<file path="src/rtl/fact_pkg.sv">
package fact_pkg;
    localparam logic [31:0] ID_VALUE   = 32'h010000ED;
    localparam int          WIN_LIMIT  = 'h80;
    localparam logic [1:0]  SIZE_WORD  = 2'd2;
    localparam int          NUM_REGS   = 4;
    localparam int          REG_ID     = 0;
    localparam int          REG_LIVE   = 1;
    localparam int          REG_FACT   = 2;
    localparam int          REG_STAT   = 3;
    localparam int          REG_OFFS [NUM_REGS] = '{'h00, 'h04, 'h08, 'h20};
    localparam int          STAT_BUSY  = 0;
    localparam int          STAT_IRQEN = 7;
endpackage

</file>
<file path="src/rtl/fact_decode.sv">
module fact_decode
    import fact_pkg::*;
#(
    parameter int ADDR_W = 20
) (
    input  logic                clk,
    input  logic                rst_n,
    input  logic [ADDR_W-1:0]   addr,
    input  logic [1:0]          size,
    output logic [NUM_REGS-1:0] sel
);
    localparam logic [ADDR_W-1:0] LIMIT = ADDR_W'(WIN_LIMIT);

    logic in_window;
    assign in_window = (size == SIZE_WORD) && (addr < LIMIT);

    for (genvar g = 0; g < NUM_REGS; g++) begin : g_sel
        assign sel[g] = in_window && (addr == ADDR_W'(REG_OFFS[g]));
    end

    // at most one register is addressed by any access
    a_r8_sel_onehot: assert property (@(posedge clk) disable iff (!rst_n)
        $onehot0(sel));
    // an access outside the window selects nothing
    a_r8_outside_window: assert property (@(posedge clk) disable iff (!rst_n)
        (addr >= LIMIT) |-> (sel == '0));
endmodule

</file>
<file path="src/rtl/fact_engine.sv">
module fact_engine #(
    parameter int DATA_W = 32
) (
    input  logic              clk,
    input  logic              rst_n,
    input  logic              start,
    input  logic [DATA_W-1:0] operand,
    output logic              busy,
    output logic              finish,
    output logic [DATA_W-1:0] result
);
    typedef struct packed {
        logic              busy;
        logic [DATA_W-1:0] cnt;
        logic [DATA_W-1:0] acc;
    } eng_t;

    localparam logic [DATA_W-1:0] ONE = DATA_W'(1);

    eng_t st_d, st_q;

    always_comb begin
        st_d   = st_q;
        finish = st_q.busy && (st_q.cnt == '0);
        if (start && !st_q.busy) begin
            st_d.busy = 1'b1;
            st_d.cnt  = operand;
            st_d.acc  = ONE;
        end else if (st_q.busy) begin
            if (st_q.cnt == '0) begin
                st_d.busy = 1'b0;
            end else begin
                st_d.acc = st_q.acc * st_q.cnt;
                st_d.cnt = st_q.cnt - ONE;
            end
        end
    end

    always_ff @(posedge clk or negedge rst_n) begin
        if (!rst_n) begin
            st_q <= '0;
        end else begin
            st_q <= st_d;
        end
    end

    assign busy   = st_q.busy;
    assign result = st_q.acc;

    // the operand counts down by one per busy cycle
    a_r4_count_down: assert property (@(posedge clk) disable iff (!rst_n)
        (st_q.busy && st_q.cnt != '0) |=> (st_q.busy && st_q.cnt == $past(st_q.cnt) - ONE));
    // busy drops right after the finishing cycle
    a_r5_busy_clears: assert property (@(posedge clk) disable iff (!rst_n)
        finish |=> !st_q.busy);
    // a start while busy does not reload the counter
    a_r3_no_reload: assert property (@(posedge clk) disable iff (!rst_n)
        (start && st_q.busy && st_q.cnt != '0) |=> (st_q.cnt != $past(operand) || $past(operand) == $past(st_q.cnt) - ONE));
endmodule

</file>
<file path="src/rtl/fact_regblock.sv">
module fact_regblock
    import fact_pkg::*;
#(
    parameter int ADDR_W = 20,
    parameter int DATA_W = 32
) (
    input  logic              clk,
    input  logic              rst_n,
    input  logic              bus_valid,
    input  logic              bus_write,
    input  logic [ADDR_W-1:0] bus_addr,
    input  logic [1:0]        bus_size,
    input  logic [DATA_W-1:0] bus_wdata,
    output logic [DATA_W-1:0] bus_rdata,
    output logic              fact_irq
);
    typedef struct packed {
        logic [DATA_W-1:0] live;
        logic [DATA_W-1:0] fact;
        logic              irqen;
        logic              irq;
    } regs_t;

    regs_t reg_d, reg_q;

    logic [NUM_REGS-1:0] sel;
    logic                wr, rd, start, busy, finish;
    logic [DATA_W-1:0]   result, stat_word;

    fact_decode #(.ADDR_W(ADDR_W)) u_decode (
        .clk   (clk),
        .rst_n (rst_n),
        .addr  (bus_addr),
        .size  (bus_size),
        .sel   (sel)
    );

    assign wr    = bus_valid && bus_write;
    assign rd    = bus_valid && !bus_write;
    assign start = wr && sel[REG_FACT] && !busy;

    fact_engine #(.DATA_W(DATA_W)) u_engine (
        .clk     (clk),
        .rst_n   (rst_n),
        .start   (start),
        .operand (bus_wdata),
        .busy    (busy),
        .finish  (finish),
        .result  (result)
    );

    always_comb begin
        reg_d = reg_q;
        if (wr && sel[REG_LIVE]) begin
            reg_d.live = ~bus_wdata;
        end
        if (start) begin
            reg_d.fact = bus_wdata;
        end else if (finish) begin
            reg_d.fact = result;
        end
        if (wr && sel[REG_STAT]) begin
            reg_d.irqen = bus_wdata[STAT_IRQEN];
        end
        reg_d.irq = finish && reg_q.irqen;
    end

    always_ff @(posedge clk or negedge rst_n) begin
        if (!rst_n) begin
            reg_q <= '0;
        end else begin
            reg_q <= reg_d;
        end
    end

    always_comb begin
        stat_word             = '0;
        stat_word[STAT_BUSY]  = busy;
        stat_word[STAT_IRQEN] = reg_q.irqen;
    end

    always_comb begin
        bus_rdata = '1;
        if (rd) begin
            unique case (1'b1)
                sel[REG_ID]:   bus_rdata = DATA_W'(ID_VALUE);
                sel[REG_LIVE]: bus_rdata = reg_q.live;
                sel[REG_FACT]: bus_rdata = reg_q.fact;
                sel[REG_STAT]: bus_rdata = stat_word;
                default:       bus_rdata = '1;
            endcase
        end
    end

    assign fact_irq = reg_q.irq;

    // identification read
    a_r1_id_value: assert property (@(posedge clk) disable iff (!rst_n)
        (rd && bus_size == SIZE_WORD && bus_addr == '0) |-> (bus_rdata == DATA_W'(ID_VALUE)));
    // scratch write stores the inverse
    a_r2_live_inverse: assert property (@(posedge clk) disable iff (!rst_n)
        (wr && sel[REG_LIVE]) |=> (reg_q.live == ~$past(bus_wdata)));
    // operand word is untouched by a write while busy
    a_r3_busy_blocks_load: assert property (@(posedge clk) disable iff (!rst_n)
        (busy && !finish) |=> $stable(reg_q.fact));
    // pulse only after a finish with enable set
    a_r7_irq_cause: assert property (@(posedge clk) disable iff (!rst_n)
        fact_irq |-> ($past(finish) && $past(reg_q.irqen)));
    // pulse lasts a single cycle
    a_r7_irq_single: assert property (@(posedge clk) disable iff (!rst_n)
        fact_irq |=> !fact_irq);
    // rejected access reads all ones
    a_r8_reject_ones: assert property (@(posedge clk) disable iff (!rst_n)
        (rd && bus_size != SIZE_WORD) |-> (bus_rdata == '1));
endmodule

</file>
<file path="config.mk">
export PLATFORM = sky130hd
export DESIGN_NAME = fact_regblock
export DESIGN_NICKNAME = d
export VERILOG_FILES = /design/src/rtl/fact_pkg.sv /design/src/rtl/fact_decode.sv /design/src/rtl/fact_engine.sv /design/src/rtl/fact_regblock.sv
export SDC_FILE = /design/constraint.sdc
export NUM_CORES = 2
export LEC_CHECK = 0
export ABC_AREA = 1
export BUFFER_PORTS_ARGS = -buffer_cell sky130_fd_sc_hd__buf_2
export CELL_PAD_IN_SITES_DETAIL_PLACEMENT = 1
export CELL_PAD_IN_SITES_GLOBAL_PLACEMENT = 2
export CORE_ASPECT_RATIO = 1.5
export CORE_MARGIN = 5
export CORE_UTILIZATION = 39
export DETAILED_ROUTE_END_ITERATION = 10
export GPL_TIMING_DRIVEN = 0
export PLACE_DENSITY = 0.84
export RECOVER_POWER = 50
export SLEW_MARGIN = 20
export SYNTH_ARGS = -nofsm -noshare
export SYNTH_HDL_FRONTEND = slang
export SYNTH_SLANG_ARGS = --single-unit
</file>
<file path="constraint.sdc">
create_clock -name clk -period 7.4 [get_ports clk]
set_input_delay 0.74 -clock clk [delete_from_list [all_inputs] [get_ports clk]]
set_output_delay 0.74 -clock clk [all_outputs]
set_load 0.1 [all_outputs]
</file>
==> flow_metrics.py <==
metrics = {
    "die": {
        "die_area_sq_um": 65000,
        "die_h_um": 310,
        "core_area_sq_um": 59700,
        "start_util": 0.391,
        "num_rows": 110,
        "fp.dieW_um": 210,
        "pin_count": 91,
    },
    "global_route": {
        "antenna_found_initial": 2,
        "grt-ovfl-total": 0,
        "grt_max_degree": 69,
        "gr-usage-all-layers": 0.309,
        "grt_pass1_vias": 24000,
        "grt_pass1_wl_mm": 148,
    },
    "setup_path": {
        "reg2reg_depth": 21,
        "arrival_ns": 7.53,
        "endpoint": "u_engine.result[28]",
        "worstSetupEndpointType": "flop",
        "reg2reg_from": "u_engine.st_q[35]",
        "rrSetupSlack_ns": 0.21,
        "critPathRequiredTime_ns": 7.74,
        "path_max_fanout": 10,
        "cp-startpoint": "u_engine.st_q[35]",
        "timing.rr.end": "u_engine.result[28]",
        "setup.worst_path.start_class": "flop",
        "path_class": "flop to flop",
    },
    "power_and_ir_drop": {
        "swShare": 0.227,
        "comb_power_share": 0.033,
        "p_leak_uw": 0.0153,
        "seqPwrFrac": 0.411,
        "pwr_density_cell_nw_per_um2": 67.6,
        "ir_worst_vdd_mv": 0.180,
        "switchingPower_uw": 396,
        "p_int_uw": 1350,
        "p_clk_frac": 0.555,
    },
    "timing": {
        "finalSetupTns_ns": 0,
        "timing.final.crit_share": 0.971,
        "fin_crit_ns": 7.19,
        "relSlewSlack": -1.58,
        "hold_violations": 0,
        "setup_violations": 0,
        "worst_pin_slew_ns": 3.87,
        "fmaxAchievable_ghz": 0.139,
        "hold_slack_ns": 0.489,
        "finClkSkew_ns": 0.0133,
        "rsz0062_at_grt": "true",
        "slew_violations": 64,
    },
    "placed_design": {
        "dp_hpwl_mm": 82.6,
        "io_buffers": 90,
        "place_congestion": 0.939,
    },
    "route": {
        "routedWlPerCell_um": 24.9,
        "drc": 0,
        "vias": 21000,
        "drt-initial-drc-count": 1061,
        "drtAntennaViolNets": 0,
        "via_per_inst": 5.28,
        "drt_first_pass_iters": 5,
        "drt_wl_total_mm": 98.8,
    },
    "outcome": {
        "failed_checks": "capacitance limit, slew limit",
        "outcome": "finished with violations",
    },
    "final_layout": {
        "fillers": 7518,
        "utilization": 0.431,
        "final-seq-area_sq_um": 3300,
        "syn_to_final_growth_pct": 10.3,
        "drive_gt1_frac": 0.0903,
        "multiInputGateArea_sq_um": 16400,
        "final_nets": 3769,
    },
    "clock_network": {
        "clock_path_buffers": 2,
        "clk_pin_slew_ns": 0.07,
        "cts_htree_levels": 4,
        "cts_tree": "done",
        "holdBufCountCts": 0,
        "clock-root-buffer": "clkbuf_16",
        "clkSinkCount": 131,
        "cts_buffers": 17,
        "worst_skew_pair.late_latency_ns": 0.46,
    },
    "logic_synthesis": {
        "avgSynthCellArea_sq_um": 7.58,
        "syn-num-nets": 3672,
        "yosysSeqAreaShare": 0.140,
        "synth.area.top_cells": "fa_1 35%, nand2_1 15%, dfrtp_1 14%",
        "yosys.area.top_type": "fa_1",
        "synth_edf_count": 0,
        "synth_seq_cells": 131,
        "synth_xor_area_frac": 0.0165,
        "mappedNetlistArea_sq_um": 23300,
        "synth-simple-area-share": 0.208,
        "ys_warn_count": 0,
        "synthAdderAreaFrac": 0.416,
        "synthMuxAreaShare": 0,
        "synth_top_family_by_area": "adder cells",
        "synthArstFlopShare": 1.00,
        "syn_inst": 3082,
        "synth_top_area_frac": 0.350,
        "synth-compound-area-share": 0.0586,
        "ys.flop_type": "dfrtp_1",
        "synth_cell_types": 49,
    },
    "worst_hold_path": {
        "hold_class": "flop to flop",
    },
    "job": {
        "maxCapViolCount": 1,
    },
}
-- state kept, by name, indices dropped and copies added (netlist names) --
register and flops:
u_engine.result 32, u_engine.busy 1, reg_q 65, u_engine.st_q 32, fact_irq 1
-- metrics by stage --
| step | area [sq um] | power (uW) | cells | setup slack, ns |
|---|---|---|---|---|
| global route | 25800 | 1780 | 3975 | -0.00691 |
| finish | 25800 | 1740 | 3975 | 0.212 |
| global placement | 24800 | 784 | 3956 | -1.21 |
| detailed placement | 24800 | 787 | 3957 | -1.03 |
| floorplan | 23300 | 742 | 3082 | 0.810 |
| CTS | 25600 | 1740 | 3977 | 0.0101 |
-- power by group through the flow --
stage	Clock (uW)	Sequential [uW]	Combinational (uW)
final	967	716	58.0
after global routing	998	716	64.8
after CTS	970	716	58.4
after detailed placement	0	729	57.7
after global placement	0	730	54.1
after floorplan	0	730	12.7
-- logic make-up (layout without fill, tap and decap cells) --
logic type               count (synthesis)  in the layout
AND/OR/NAND/NOR                       1190           1190
buffers and inverters                  976           1084
adder cells (fa/ha/maj)                532            532
AO/OA/AOI/OAI                          209            209
flip-flops                             131            131
XOR/XNOR                                44             44
other                                    0              1
-- layer usage --
layer / vias up / wire length [um] / share of wire / GRT usage
li1: 9178 / - / - / -
met1: 10800 / 34200 / 0.35 / 0.322
met2: 664 / 51900 / 0.53 / 0.577
met3: 304 / 3810 / 0.039 / 0.0315
met4: 2 / 8880 / 0.090 / 0.217
met5: - / 7 / 0.000071 / 0
-- cell usage after synthesis (3+ instances only) --
cell and count:
a21o_1 9, a21oi_1 31, a221o_1 25, a22o_1 3, a22oi_1 4, a31oi_1 5, buf_1 26, buf_2 16
buf_6 8, clkbuf_1 112, dfrtp_1 131, fa_1 408, ha_1 124, inv_1 804, inv_2 6, nand2_1 923
nand3_1 110, nand3b_1 11, nand4_1 17, nor2_1 84, nor2_2 3, nor2_4 5, nor3_1 12, nor3_2 3
nor4_1 6, o211ai_1 27, o21ai_0 68, o21ai_1 10, o221ai_1 3, o22ai_1 7, o311ai_1 6, o31ai_1 3
or2_2 9, xnor2_1 18, xor2_1 26
-- how the worst min path moves through the flow --
stage                     startpoint         to  slack (ns)  cells past startpoint
after floorplan                rst_n   fact_irq        0.44                      0
after global placement     reg_q[35]  reg_q[35]        0.47                      2
after detailed placement   reg_q[31]  reg_q[31]        0.47                      2
after CTS                      rst_n  reg_q[28]        0.26                      1
after global routing       reg_q[42]  reg_q[42]        0.51                      2
final                      reg_q[42]  reg_q[42]        0.49                      2
-- worst max-delay path, cell delays in order (launching register included) --
cell and delay, ns:
dfrtp_1 0.35, buf_6 0.15, clkbuf_4 0.26, buf_4 0.27
nand2_1 0.11, fa_1 0.53, inv_1 0.05, fa_1 0.48
inv_1 0.05, fa_1 0.52, fa_1 0.56, inv_1 0.05
fa_1 0.49, fa_1 0.54, fa_1 0.62, fa_1 0.46
ha_1 0.41, a21o_1 0.25, a311oi_1 0.37, nand3_1 0.24
o21ai_0 0.23, nand2_1 0.07
-- timing repair --
action | CTS | global route
gates cloned | 0 | 0
endpoints found under the setup margin | 18 | 16
gates resized for setup | 113 | 118
pin swaps | 1 | 1
setup buffers | 2 | 5
-- cells in the final DEF (no fill, tap or decap), types with 5 or more instances in the layout --
cell type,instances
a21oi_1,25
a21o_1,9
clkbuf_2,21
o311ai_1,6
or2_2,9
nor2_1,84
o21ai_0,67
a221o_1,25
nand4_1,17
nor4_1,6
nor3_1,11
xnor2_1,18
nand2_1,922
clkbuf_1,40
o22ai_1,7
buf_6,15
buf_4,22
dfrtp_4,5
o21ai_1,11
inv_2,6
inv_1,804
clkbuf_16,17
nor2_4,5
bufinv_16,5
buf_2,111
ha_2,5
a21oi_2,5
dfrtp_2,6
dfrtp_1,120
clkbuf_4,31
nand3_1,110
o211ai_1,27
nand3b_1,11
fa_1,408
ha_1,119
xor2_1,26
-- layout make-up --
type                       count  share of cell area
multi-input combinational   1975               0.636
sequential                   131               0.128
inverter                     811               0.118
tap                          784              0.0381
buffer                       145              0.0343
timing repair buffer          98              0.0205
clock buffer                  20              0.0177
clock inverter                10             0.00704
antenna                        1           0.0000972
(Power assumes the default switching activity.)
